**src/rtl/gamma_regs_pkg.sv**
```systemverilog
package gamma_regs_pkg;
  localparam int NUM_CH   = 12;
  localparam int CODE_W   = 10;
  localparam int CH_IDX_W = $clog2(NUM_CH);
  localparam int ADDR_W   = CH_IDX_W + 1;
endpackage

```
**src/rtl/gamma_sync.sv**
```systemverilog
module gamma_sync #(
  parameter int WIDTH = 1
) (
  input  logic             clk,
  input  logic             rst_n,
  input  logic [WIDTH-1:0] async_i,
  output logic [WIDTH-1:0] sync_o
);
  logic [WIDTH-1:0] stage1_q;
  logic [WIDTH-1:0] stage2_q;

  always_ff @(posedge clk or negedge rst_n) begin
    if (!rst_n) begin
      stage1_q <= '0;
      stage2_q <= '0;
    end else begin
      stage1_q <= async_i;
      stage2_q <= stage1_q;
    end
  end

  assign sync_o = stage2_q;
endmodule

```
**src/rtl/gamma_bank_file.sv**
```systemverilog
module gamma_bank_file #(
  parameter int NCH  = 12,
  parameter int DW   = 10,
  parameter int CW   = 4
) (
  input  logic            clk,
  input  logic            rst_n,
  input  logic            clr_i,
  input  logic            wr_en_i,
  input  logic            wr_bank_i,
  input  logic [CW-1:0]   wr_ch_i,
  input  logic [DW-1:0]   wr_data_i,
  output logic [NCH*DW-1:0] bank_a_q_o,
  output logic [NCH*DW-1:0] bank_a_d_o,
  output logic [NCH*DW-1:0] bank_b_q_o
);
  localparam int TOTAL_W = NCH * DW;

  logic [TOTAL_W-1:0] bank_a_q, bank_a_d;
  logic [TOTAL_W-1:0] bank_b_q, bank_b_d;

  for (genvar i = 0; i < NCH; i++) begin : g_ch
    logic hit_a, hit_b;
    assign hit_a = wr_en_i && !wr_bank_i && (wr_ch_i == CW'(i));
    assign hit_b = wr_en_i &&  wr_bank_i && (wr_ch_i == CW'(i));

    always_comb begin
      if (clr_i) begin
        bank_a_d[i*DW +: DW] = '0;
        bank_b_d[i*DW +: DW] = '0;
      end else begin
        bank_a_d[i*DW +: DW] = hit_a ? wr_data_i : bank_a_q[i*DW +: DW];
        bank_b_d[i*DW +: DW] = hit_b ? wr_data_i : bank_b_q[i*DW +: DW];
      end
    end
  end

  always_ff @(posedge clk or negedge rst_n) begin
    if (!rst_n) begin
      bank_a_q <= '0;
      bank_b_q <= '0;
    end else begin
      bank_a_q <= bank_a_d;
      bank_b_q <= bank_b_d;
    end
  end

  assign bank_a_q_o = bank_a_q;
  assign bank_a_d_o = bank_a_d;
  assign bank_b_q_o = bank_b_q;

  // a clear empties both banks at the next edge
  p_clear_banks_r8: assert property (@(posedge clk) disable iff (!rst_n)
    clr_i |=> (bank_a_q == '0 && bank_b_q == '0));

  // channel indices past the last channel touch nothing
  p_bad_index_ignored_r10: assert property (@(posedge clk) disable iff (!rst_n)
    (wr_en_i && (int'(wr_ch_i) >= NCH) && !clr_i) |=> ($stable(bank_a_q) && $stable(bank_b_q)));
endmodule

```
**src/rtl/gamma_out_stage.sv**
```systemverilog
module gamma_out_stage #(
  parameter int NCH = 12,
  parameter int DW  = 10
) (
  input  logic              clk,
  input  logic              rst_n,
  input  logic              clr_i,
  input  logic              mode_i,
  input  logic              sel_s_i,
  input  logic              ld_s_i,
  input  logic [NCH*DW-1:0] bank_a_q_i,
  input  logic [NCH*DW-1:0] bank_a_d_i,
  input  logic [NCH*DW-1:0] bank_b_q_i,
  output logic [NCH*DW-1:0] code_o
);
  localparam int TOTAL_W = NCH * DW;

  logic               ld_prev_q;
  logic               ld_fall;
  logic [TOTAL_W-1:0] latch_q, latch_d;

  assign ld_fall = ld_prev_q && !ld_s_i;

  always_comb begin
    if (clr_i)        latch_d = '0;
    else if (ld_fall) latch_d = bank_a_q_i;
    else if (ld_s_i)  latch_d = latch_q;
    else              latch_d = bank_a_d_i;
  end

  always_ff @(posedge clk or negedge rst_n) begin
    if (!rst_n) begin
      ld_prev_q <= 1'b0;
      latch_q   <= '0;
    end else begin
      ld_prev_q <= ld_s_i;
      latch_q   <= latch_d;
    end
  end

  always_comb begin
    if (mode_i)       code_o = latch_q;
    else if (sel_s_i) code_o = bank_b_q_i;
    else              code_o = bank_a_q_i;
  end

  // while load is held, the output latches keep their codes
  p_hold_keeps_codes_r5: assert property (@(posedge clk) disable iff (!rst_n)
    (ld_s_i && !ld_fall && !clr_i) |=> $stable(latch_q));

  // on the release edge every latch takes the stored first-bank code
  p_release_copies_all_r6: assert property (@(posedge clk) disable iff (!rst_n)
    (ld_fall && !clr_i) |=> (latch_q == $past(bank_a_q_i)));
endmodule

```
**src/rtl/gamma_bank_regs.sv**
```systemverilog
module gamma_bank_regs
  import gamma_regs_pkg::*;
#(
  parameter int NCH = NUM_CH,
  parameter int DW  = CODE_W,
  parameter int CW  = CH_IDX_W
) (
  input  logic              clk,
  input  logic              rst_n,
  input  logic              logic_uv,
  input  logic              drv_uv,
  input  logic              hot,
  input  logic              upd_mode,
  input  logic              bank_sel,
  input  logic              hold_ld,
  input  logic              wr_en,
  input  logic [CW:0]       wr_addr,
  input  logic [DW-1:0]     wr_data,
  output logic [NCH*DW-1:0] code_out,
  output logic              out_en
);
  localparam int TOTAL_W = NCH * DW;

  logic [1:0]         ctl_s;
  logic [TOTAL_W-1:0] bank_a_q, bank_a_d, bank_b_q;
  logic               en_d, en_q;

  gamma_sync #(.WIDTH(2)) u_sync (
    .clk     (clk),
    .rst_n   (rst_n),
    .async_i ({hold_ld, bank_sel}),
    .sync_o  (ctl_s)
  );

  gamma_bank_file #(.NCH(NCH), .DW(DW), .CW(CW)) u_banks (
    .clk        (clk),
    .rst_n      (rst_n),
    .clr_i      (logic_uv),
    .wr_en_i    (wr_en),
    .wr_bank_i  (wr_addr[CW]),
    .wr_ch_i    (wr_addr[CW-1:0]),
    .wr_data_i  (wr_data),
    .bank_a_q_o (bank_a_q),
    .bank_a_d_o (bank_a_d),
    .bank_b_q_o (bank_b_q)
  );

  gamma_out_stage #(.NCH(NCH), .DW(DW)) u_out (
    .clk        (clk),
    .rst_n      (rst_n),
    .clr_i      (logic_uv),
    .mode_i     (upd_mode),
    .sel_s_i    (ctl_s[0]),
    .ld_s_i     (ctl_s[1]),
    .bank_a_q_i (bank_a_q),
    .bank_a_d_i (bank_a_d),
    .bank_b_q_i (bank_b_q),
    .code_o     (code_out)
  );

  assign en_d = !(logic_uv || drv_uv || hot);

  always_ff @(posedge clk or negedge rst_n) begin
    if (!rst_n) en_q <= 1'b0;
    else        en_q <= en_d;
  end

  assign out_en = en_q;

  // any fault flag turns the drivers off at the next edge
  p_fault_disables_r9: assert property (@(posedge clk) disable iff (!rst_n)
    (logic_uv || drv_uv || hot) |=> !out_en);

  // with no flag the drivers are on at the next edge
  p_clean_enables_r9: assert property (@(posedge clk) disable iff (!rst_n)
    !(logic_uv || drv_uv || hot) |=> out_en);
endmodule

```
**config.mk**
```make
export PLATFORM = sky130hd
export DESIGN_NAME = gamma_bank_regs
export DESIGN_NICKNAME = d
export VERILOG_FILES = /design/src/rtl/gamma_regs_pkg.sv /design/src/rtl/gamma_sync.sv /design/src/rtl/gamma_bank_file.sv /design/src/rtl/gamma_out_stage.sv /design/src/rtl/gamma_bank_regs.sv
export SDC_FILE = /design/constraint.sdc
export NUM_CORES = 1
export LEC_CHECK = 0
export BUFFER_PORTS_ARGS = -buffer_cell sky130_fd_sc_hd__buf_2
export CAP_MARGIN = 30
export CORE_AREA = 10 10 198 200
export CTS_CLUSTER_DIAMETER = 200
export DETAILED_ROUTE_END_ITERATION = 10
export DIE_AREA = 0 0 208 210
export PLACE_DENSITY = 0.75
export SYNTH_ARGS = -nofsm -noshare
export SYNTH_HDL_FRONTEND = slang
export SYNTH_HIERARCHICAL = 1
export SYNTH_SLANG_ARGS = --single-unit
```
**constraint.sdc**
```tcl
create_clock -name clk -period 2.46 [get_ports clk]
set_clock_uncertainty 0.2 [all_clocks]
set_input_delay 0.492 -clock clk [delete_from_list [all_inputs] [get_ports clk]]
set_output_delay 0.492 -clock clk [all_outputs]
set_load 0.02 [all_outputs]
```
==> run_results.csv, run 1 <==
group,metric,value,unit
timing,finalHoldViolations,0,
detailed_routing,drt-initial-drc-count,971,
place,pre_cts_ws,0.0765,ns
global_route,grt_antenna_before_repair,0,
pwr,p_clk_share,44.4,%
place,routabilityCongestion,0.787,
detailed_routing,drc,0,
timing,setup_viol,112,
floorplan,rows,69,
status,status,"complete, but fails checks",
clocking,htreeDepth,2,
synthesis,synth_nets,1791,
pwr,switchingPower,0.00347,W
timing,worst_slack,-0.207,ns
critical_path,path_max_fanout,8,
clocking,clkSlewWorstSetupHoldPaths,0.06,ns
synthesis,synth_compound_area_share,7.71,%
place,io_buffers,144,
global_route,grt_pass1_wl,84.5,mm
pwr,p_comb_share,11.1,%
floorplan,die_w,208,µm
cells_and_area,drive_gt1_share,18.9,%
synthesis,ys_top_cells_by_area,"dfrtp_1 (47%), mux2i_1 (25%), nand2b_1 (8.0%)",
hold_path,min_path_type,"flop to flop",
clocking,cts.path.max_buffers,3,
place,hpwl,31.2,mm
critical_path,worstSetupEndpointType,"output pin",
clocking,cts_tree,"built",
synthesis,synth_top_family_by_area,"multiplexers",
critical_path,worstSetupPathType,"flop to output pin",
clocking,cts_root_buffer,"clkbuf_16",
synthesis,ys_ff_latch,366,
floorplan,die-area,0.0437,mm²
global_route,grt_pass1_vias,14800,
timing,slew_headroom,61.0,%
global_route,grt_max_degree,71,
synthesis,synth_cells,1767,
synthesis,avgSynthCellArea,11.0,µm²
cells_and_area,nets,1915,
detailed_routing,wl_per_cell,22.2,µm
cells_and_area,antenna-diode-count,0,
synthesis,yosys.area_share.adder,0,%
synthesis,async_reset_ff_share,100,%
floorplan,dieHeight,210,µm
critical_path,required,1.77,ns
pwr,fin_total_pwr,0.0140,W
synthesis,yosysTopAreaCellShare,47.0,%
job,drv_cap,0,
synthesis,synth_warnings,6,
synthesis,synth_seq_area_share,47.0,%
global_route,overflow,0,
pwr,p_int,0.0105,W
clocking,numCtsBuffers,41,
synthesis,muxShareOfSynthArea,24.7,%
synthesis,ys.flop_type,"dfrtp_1",
synthesis,synth_edf_count,0,
clocking,clock-sinks,366,
pwr,swShare,24.8,%
synthesis,yosysMostFrequentCell,"mux2i_1",
floorplan,core_region_area,0.0352,mm²
pwr,p_per_area,605,mW/mm²
floorplan,initial_utilization,55.3,%
clocking,clock_latency,0.52,ns
timing,finalCritPeriodShare,108,%
pwr,p_leak,12.0,nW
global_route,grtUsageTotal,23.7,%
detailed_routing,dr_total_vias,13900,
synthesis,synth-xor-area-share,0,%
timing,final_max_slew_viol_count,0,
timing,rsz0062_at_grt,"true",
synthesis,synth_commonest_cells,"mux2i_1 (480), dfrtp_1 (366), nand2b_1 (250)",
timing,period_minus_slack,2.67,ns
synthesis,synth_cell_types,25,
timing,tightestPinTransition,0.584,ns
pwr,sequentialPowerShare,44.5,%
synthesis,synth_area,0.0195,mm²
timing,max_freq,0.375,GHz
critical_path,worstPathArrival,1.97,ns
cells_and_area,area_delta_synth_final,18.6,%
floorplan,ios,145,
detailed_routing,routed_via_density,5.84,
detailed_routing,routed_wl,52.9,mm
synthesis,synthSimpleGateAreaFrac,16.2,%
critical_path,critPathLaunchType,"flop",
pwr,ir_drop,445,µV
status,violations,"setup timing",
synthesis,yosysTopAreaCell,"dfrtp_1",
detailed_routing,ant_nets,0,
detailed_routing,first_pass_iters,5,
==> critical path, stage by stage, from the launching register on <==
cell and delay (ns):
dfrtp_4 0.51, buf_12 0.18, buf_16 0.16, buf_4 0.13
mux2i_1 0.11, o21ai_1 0.17, buf_4 0.17
==> cells by family after synthesis <==
family	Yosys count
buffers and inverters	153
flip-flops	366
AND/OR/NAND/NOR	528
AO/OA/AOI/OAI	240
multiplexers	480
==> cells in the final DEF (no fill, tap or decap), types with 2 or more instances in the layout <==
master and instances:
clkbuf_1 9, nand2_1 121, o21ai_1 81, buf_2 30
clkbuf_16 42, clkbuf_8 10, and4bb_2 2, o21ai_2 35
buf_4 125, clkinv_2 6, and4b_1 3, mux2i_1 474
nand2b_1 250, bufinv_16 4, o21ai_0 4, dfrtp_1 363
a211oi_1 120, nand2_2 6, dfrtp_4 2, buf_8 3
nand2_4 17, mux2i_2 5, buf_6 29, dlygate4sd3_1 5
buf_16 6, buf_12 32, nor2b_1 122
==> layout make-up <==
cell class                      instances  area [µm²]
Clock buffer                           59        1180
Clock inverter                         11         158
Fill cell                            2733       12100
Inverter                                1        6.26
Multi-Input combinational cell       1248        9610
Sequential cell                       366        9170
Tap cell                              461         577
Timing Repair Buffer                  233        2390
==> through the flow <==
stage	utilization, %	hold WS [ns]	setup TNS (ns)	instances	instance area, µm²
5_1_grt	65.6	0.163	-15.36	2379	23100
3_5_place_dp	59.3	0.148	0	2292	20900
4_1_cts	65.1	0.162	-10.54	2376	22900
2_1_floorplan	-	-0.00359	0	1767	19500
3_3_place_gp	59.3	0.132	0	2292	20900
6_report	65.6	0.162	-10.14	2379	23100
==> final timing paths <==
path	start	endpoint	slack [ns]	depth (start not counted)
max in group asynchronous	rst_n	u_out/latch_q[8]	0.97	4
setup reg to reg	u_sync/sync_o[1]	u_out/latch_q[73]	0.79	3
hold reg to reg	u_sync/stage1_q[1]	u_sync/sync_o[1]	0.16	0
setup / recovery	u_sync/sync_o[0]	code_out[50]	-0.21	6
min in group asynchronous	rst_n	u_out/latch_q[90]	0.32	2
hold / removal	u_sync/stage1_q[1]	u_sync/sync_o[1]	0.16	0
==> flip-flops by register name (all words and copies together) (netlist names) <==
name / count
out_en: 1
u_banks/bank_a_q_o: 120
u_banks/bank_b_q_o: 120
u_out/latch_q: 120
u_out/ld_prev_q: 1
u_sync/stage1_q: 2
u_sync/sync_o: 2
==> per-layer routing <==
layer  vias to the layer above  track usage, %  share of wire, %
met5                         -               0                 0
met4                         0            7.77               3.1
met3                       113            3.25               5.0
met2                       382            40.0                49
met1                      7021            30.9                43
li1                       6376               -                 -
==> power groups by stage <==
stage | clock network, W | registers (W) | logic [W]
after detailed placement | 0 | 0.00633 | 0.00140
final | 0.00620 | 0.00622 | 0.00155
after floorplan | 0 | 0.00631 | 0.000852
after global placement | 0 | 0.00633 | 0.00139
after global routing | 0.00653 | 0.00623 | 0.00166
after CTS | 0.00629 | 0.00622 | 0.00153
==> what timing repair did <==
item                                    in CTS  in global routing
cloned                                       5                  1
hold buffers                                 5                  0
gates resized for setup                    268                 43
endpoints found under the setup margin     114                119
buffers inserted                             5                  2
pin swaps                                    6                  6
endpoints found under the hold margin       45                  0
No activity file was read; power rests on OpenSTA's default activity.
==> run 2: changes to the inputs <==
--- a/config.mk
+++ b/config.mk
@@ -5,7 +5,7 @@
 export SDC_FILE = /design/constraint.sdc
 export NUM_CORES = 1
 export LEC_CHECK = 0
-export BUFFER_PORTS_ARGS = -buffer_cell sky130_fd_sc_hd__buf_2
+export BUFFER_PORTS_ARGS = -buffer_cell sky130_fd_sc_hd__buf_4
 export CAP_MARGIN = 30
 export CORE_AREA = 10 10 198 200
 export CTS_CLUSTER_DIAMETER = 200
==> run_results.csv, run 2 (synthesis results as in run 1) <==
group,metric,value,unit
pwr,p_per_area,610,mW/mm²
clocking,clock-sinks,366,
detailed_routing,routed_via_density,5.88,
place,pre_cts_ws,0.102,ns
floorplan,die_w,208,µm
timing,period_minus_slack,2.70,ns
job,drv_cap,0,
global_route,grt_max_degree,94,
cells_and_area,nets,1913,
cells_and_area,most-common-layout-cells,"mux2i_1 (465), dfrtp_1 (363), nand2b_1 (250)",
global_route,grt_pass1_wl,85.6,mm
floorplan,core_region_area,0.0352,mm²
detailed_routing,wl_met3,2.55,mm
clocking,clock_latency,0.54,ns
timing,rsz0062_at_grt,"true",
critical_path,path_max_fanout,8,
detailed_routing,top_layer_used,"met4",
clocking,cts_tree,"built",
clocking,cts.path.max_buffers,3,
place,io_buffers,144,
floorplan,ios,145,
clocking,htreeDepth,2,
cells_and_area,final_area,0.0234,mm²
floorplan,dieHeight,210,µm
floorplan,die-area,0.0437,mm²
critical_path,worstSetupPathType,"flop to output pin",
critical_path,slowest_delay,0.51,ns
timing,tns,-14.74,ns
global_route,grt_pass1_vias,14800,
pwr,p_leak,12.0,nW
detailed_routing,drt-initial-drc-count,1026,
timing,tightestPinTransition,0.577,ns
timing,slew_headroom,61.5,%
status,violations,"setup timing",
cells_and_area,layout_commonest_cell,"mux2i_1",
detailed_routing,wl_per_cell,22.7,µm
cells_and_area,drive_gt1_share,19.5,%
detailed_routing,wl_met1,23.5,mm
timing,max_freq,0.371,GHz
critical_path,worstSetupEndpointType,"output pin",
clocking,clkSlewWorstSetupHoldPaths,0.06,ns
place,routabilityCongestion,0.774,
clocking,cts_root_buffer,"clkbuf_16",
timing,final_max_slew_viol_count,0,
cells_and_area,area_delta_synth_final,20.0,%
global_route,overflow,0,
critical_path,critPathLaunchType,"flop",
timing,finalCritPeriodShare,110,%
floorplan,initial_utilization,55.3,%
pwr,fin_total_pwr,0.0142,W
place,placed_cell_area,0.0213,mm²
timing,whs,0.124,ns
critical_path,required,1.77,ns
global_route,grtUsageTotal,24.1,%
floorplan,rows,69,
pwr,ir_drop,467,µV
place,hpwl,31.6,mm
hold_path,min_path_type,"input port to flop",
detailed_routing,dr_total_vias,14000,
global_route,grt_antenna_before_repair,2,
detailed_routing,drc,0,
detailed_routing,routed_wl,54.1,mm
detailed_routing,met2_length,26.8,mm
timing,setup_viol,120,
timing,worst_slack,-0.236,ns
detailed_routing,first_pass_iters,5,
critical_path,path_cells,"buf_4 > bufbuf_16 > mux2i_1 > o21ai_2 > buf_6",
clocking,numCtsBuffers,40,
timing,finalHoldViolations,0,
detailed_routing,ant_nets,0,
status,status,"complete, but fails checks",
cells_and_area,fill_cells,2704,
critical_path,worstPathArrival,2.00,ns
critical_path,slowest_stage,"dfrtp_4",
run 2: cell types whose count changed in the layout (fill, tap and decap cells not counted), moves of 2 or more:
cell,delta
buf_2,-30
inv_6,+2
mux2i_4,+5
clkinv_2,+4
mux2i_1,-9
diode_2,+2
clkbuf_8,+2
o21ai_2,-6
mux2i_2,+4
o21ai_1,+7
clkbuf_1,-7
buf_16,+2
buf_4,+24
run 2: final timing paths:
kind	slack, ns	from	cells after the start	to
max	-0.24	u_sync/sync_o[0]	5	code_out[27]
min	0.12	logic_uv	2	u_out/latch_q[116]
max reg2reg	0.77	u_out/ld_prev_q	3	u_out/latch_q[96]
min reg2reg	0.15	u_sync/stage1_q[1]	0	u_sync/sync_o[1]
max in group asynchronous	0.94	rst_n	4	u_out/latch_q[44]
min in group asynchronous	0.29	rst_n	2	u_banks/bank_a_q_o[71]
run 2: report_power, final:
part	internal [W]	switching [W]
clock network	0.00391	0.00252
registers	0.00615	0.0000808
logic	0.000642	0.000943
total	0.0107	0.00355
run 2: through the flow:
step | utilization, % | instances
after global placement | 60.4 | 2292
after CTS | 66.0 | 2378
final | 66.3 | 2382
after floorplan | - | 1767
after detailed placement | 60.4 | 2292
after global routing | 66.3 | 2382
run 2: worst max-delay path: cells and delay by family (launching register included):
| family | cells | cell delay, ns |
|---|---|---|
| buf+inv | 3 | 0.61 |
| flops | 1 | 0.51 |
| compound gates | 1 | 0.21 |
| mux | 1 | 0.13 |
run 2: final cells by class:
cell class                 instances  area [µm²]  share of cell area (%)
tap                              461         577                    2.47
antenna                            2        5.00                  0.0214
inverter                           1        5.00                  0.0214
sequential                       366        9170                    39.2
clock buffer                      54        1180                    5.07
clock inverter                    18         228                   0.975
multi-input combinational       1248        9670                    41.4
timing repair buffer             232        2530                    10.8
run 2: timing repair:
action                     in CTS  in global routing
cloned                          6                  2
gates resized for setup       182                 27
hold buffers                    5                  0
setup buffers                   5                  1
pin swaps                       6                  8
hold endpoints to repair       40                  0
setup endpoints to repair     120                120
run 2: routing by layer:
layer | vias up | GRT usage (%)
met2 | 378 | 41.0
met3 | 87 | 3.52
met5 | - | 0
met1 | 7155 | 31.4
li1 | 6377 | -
met4 | 0 | 7.47
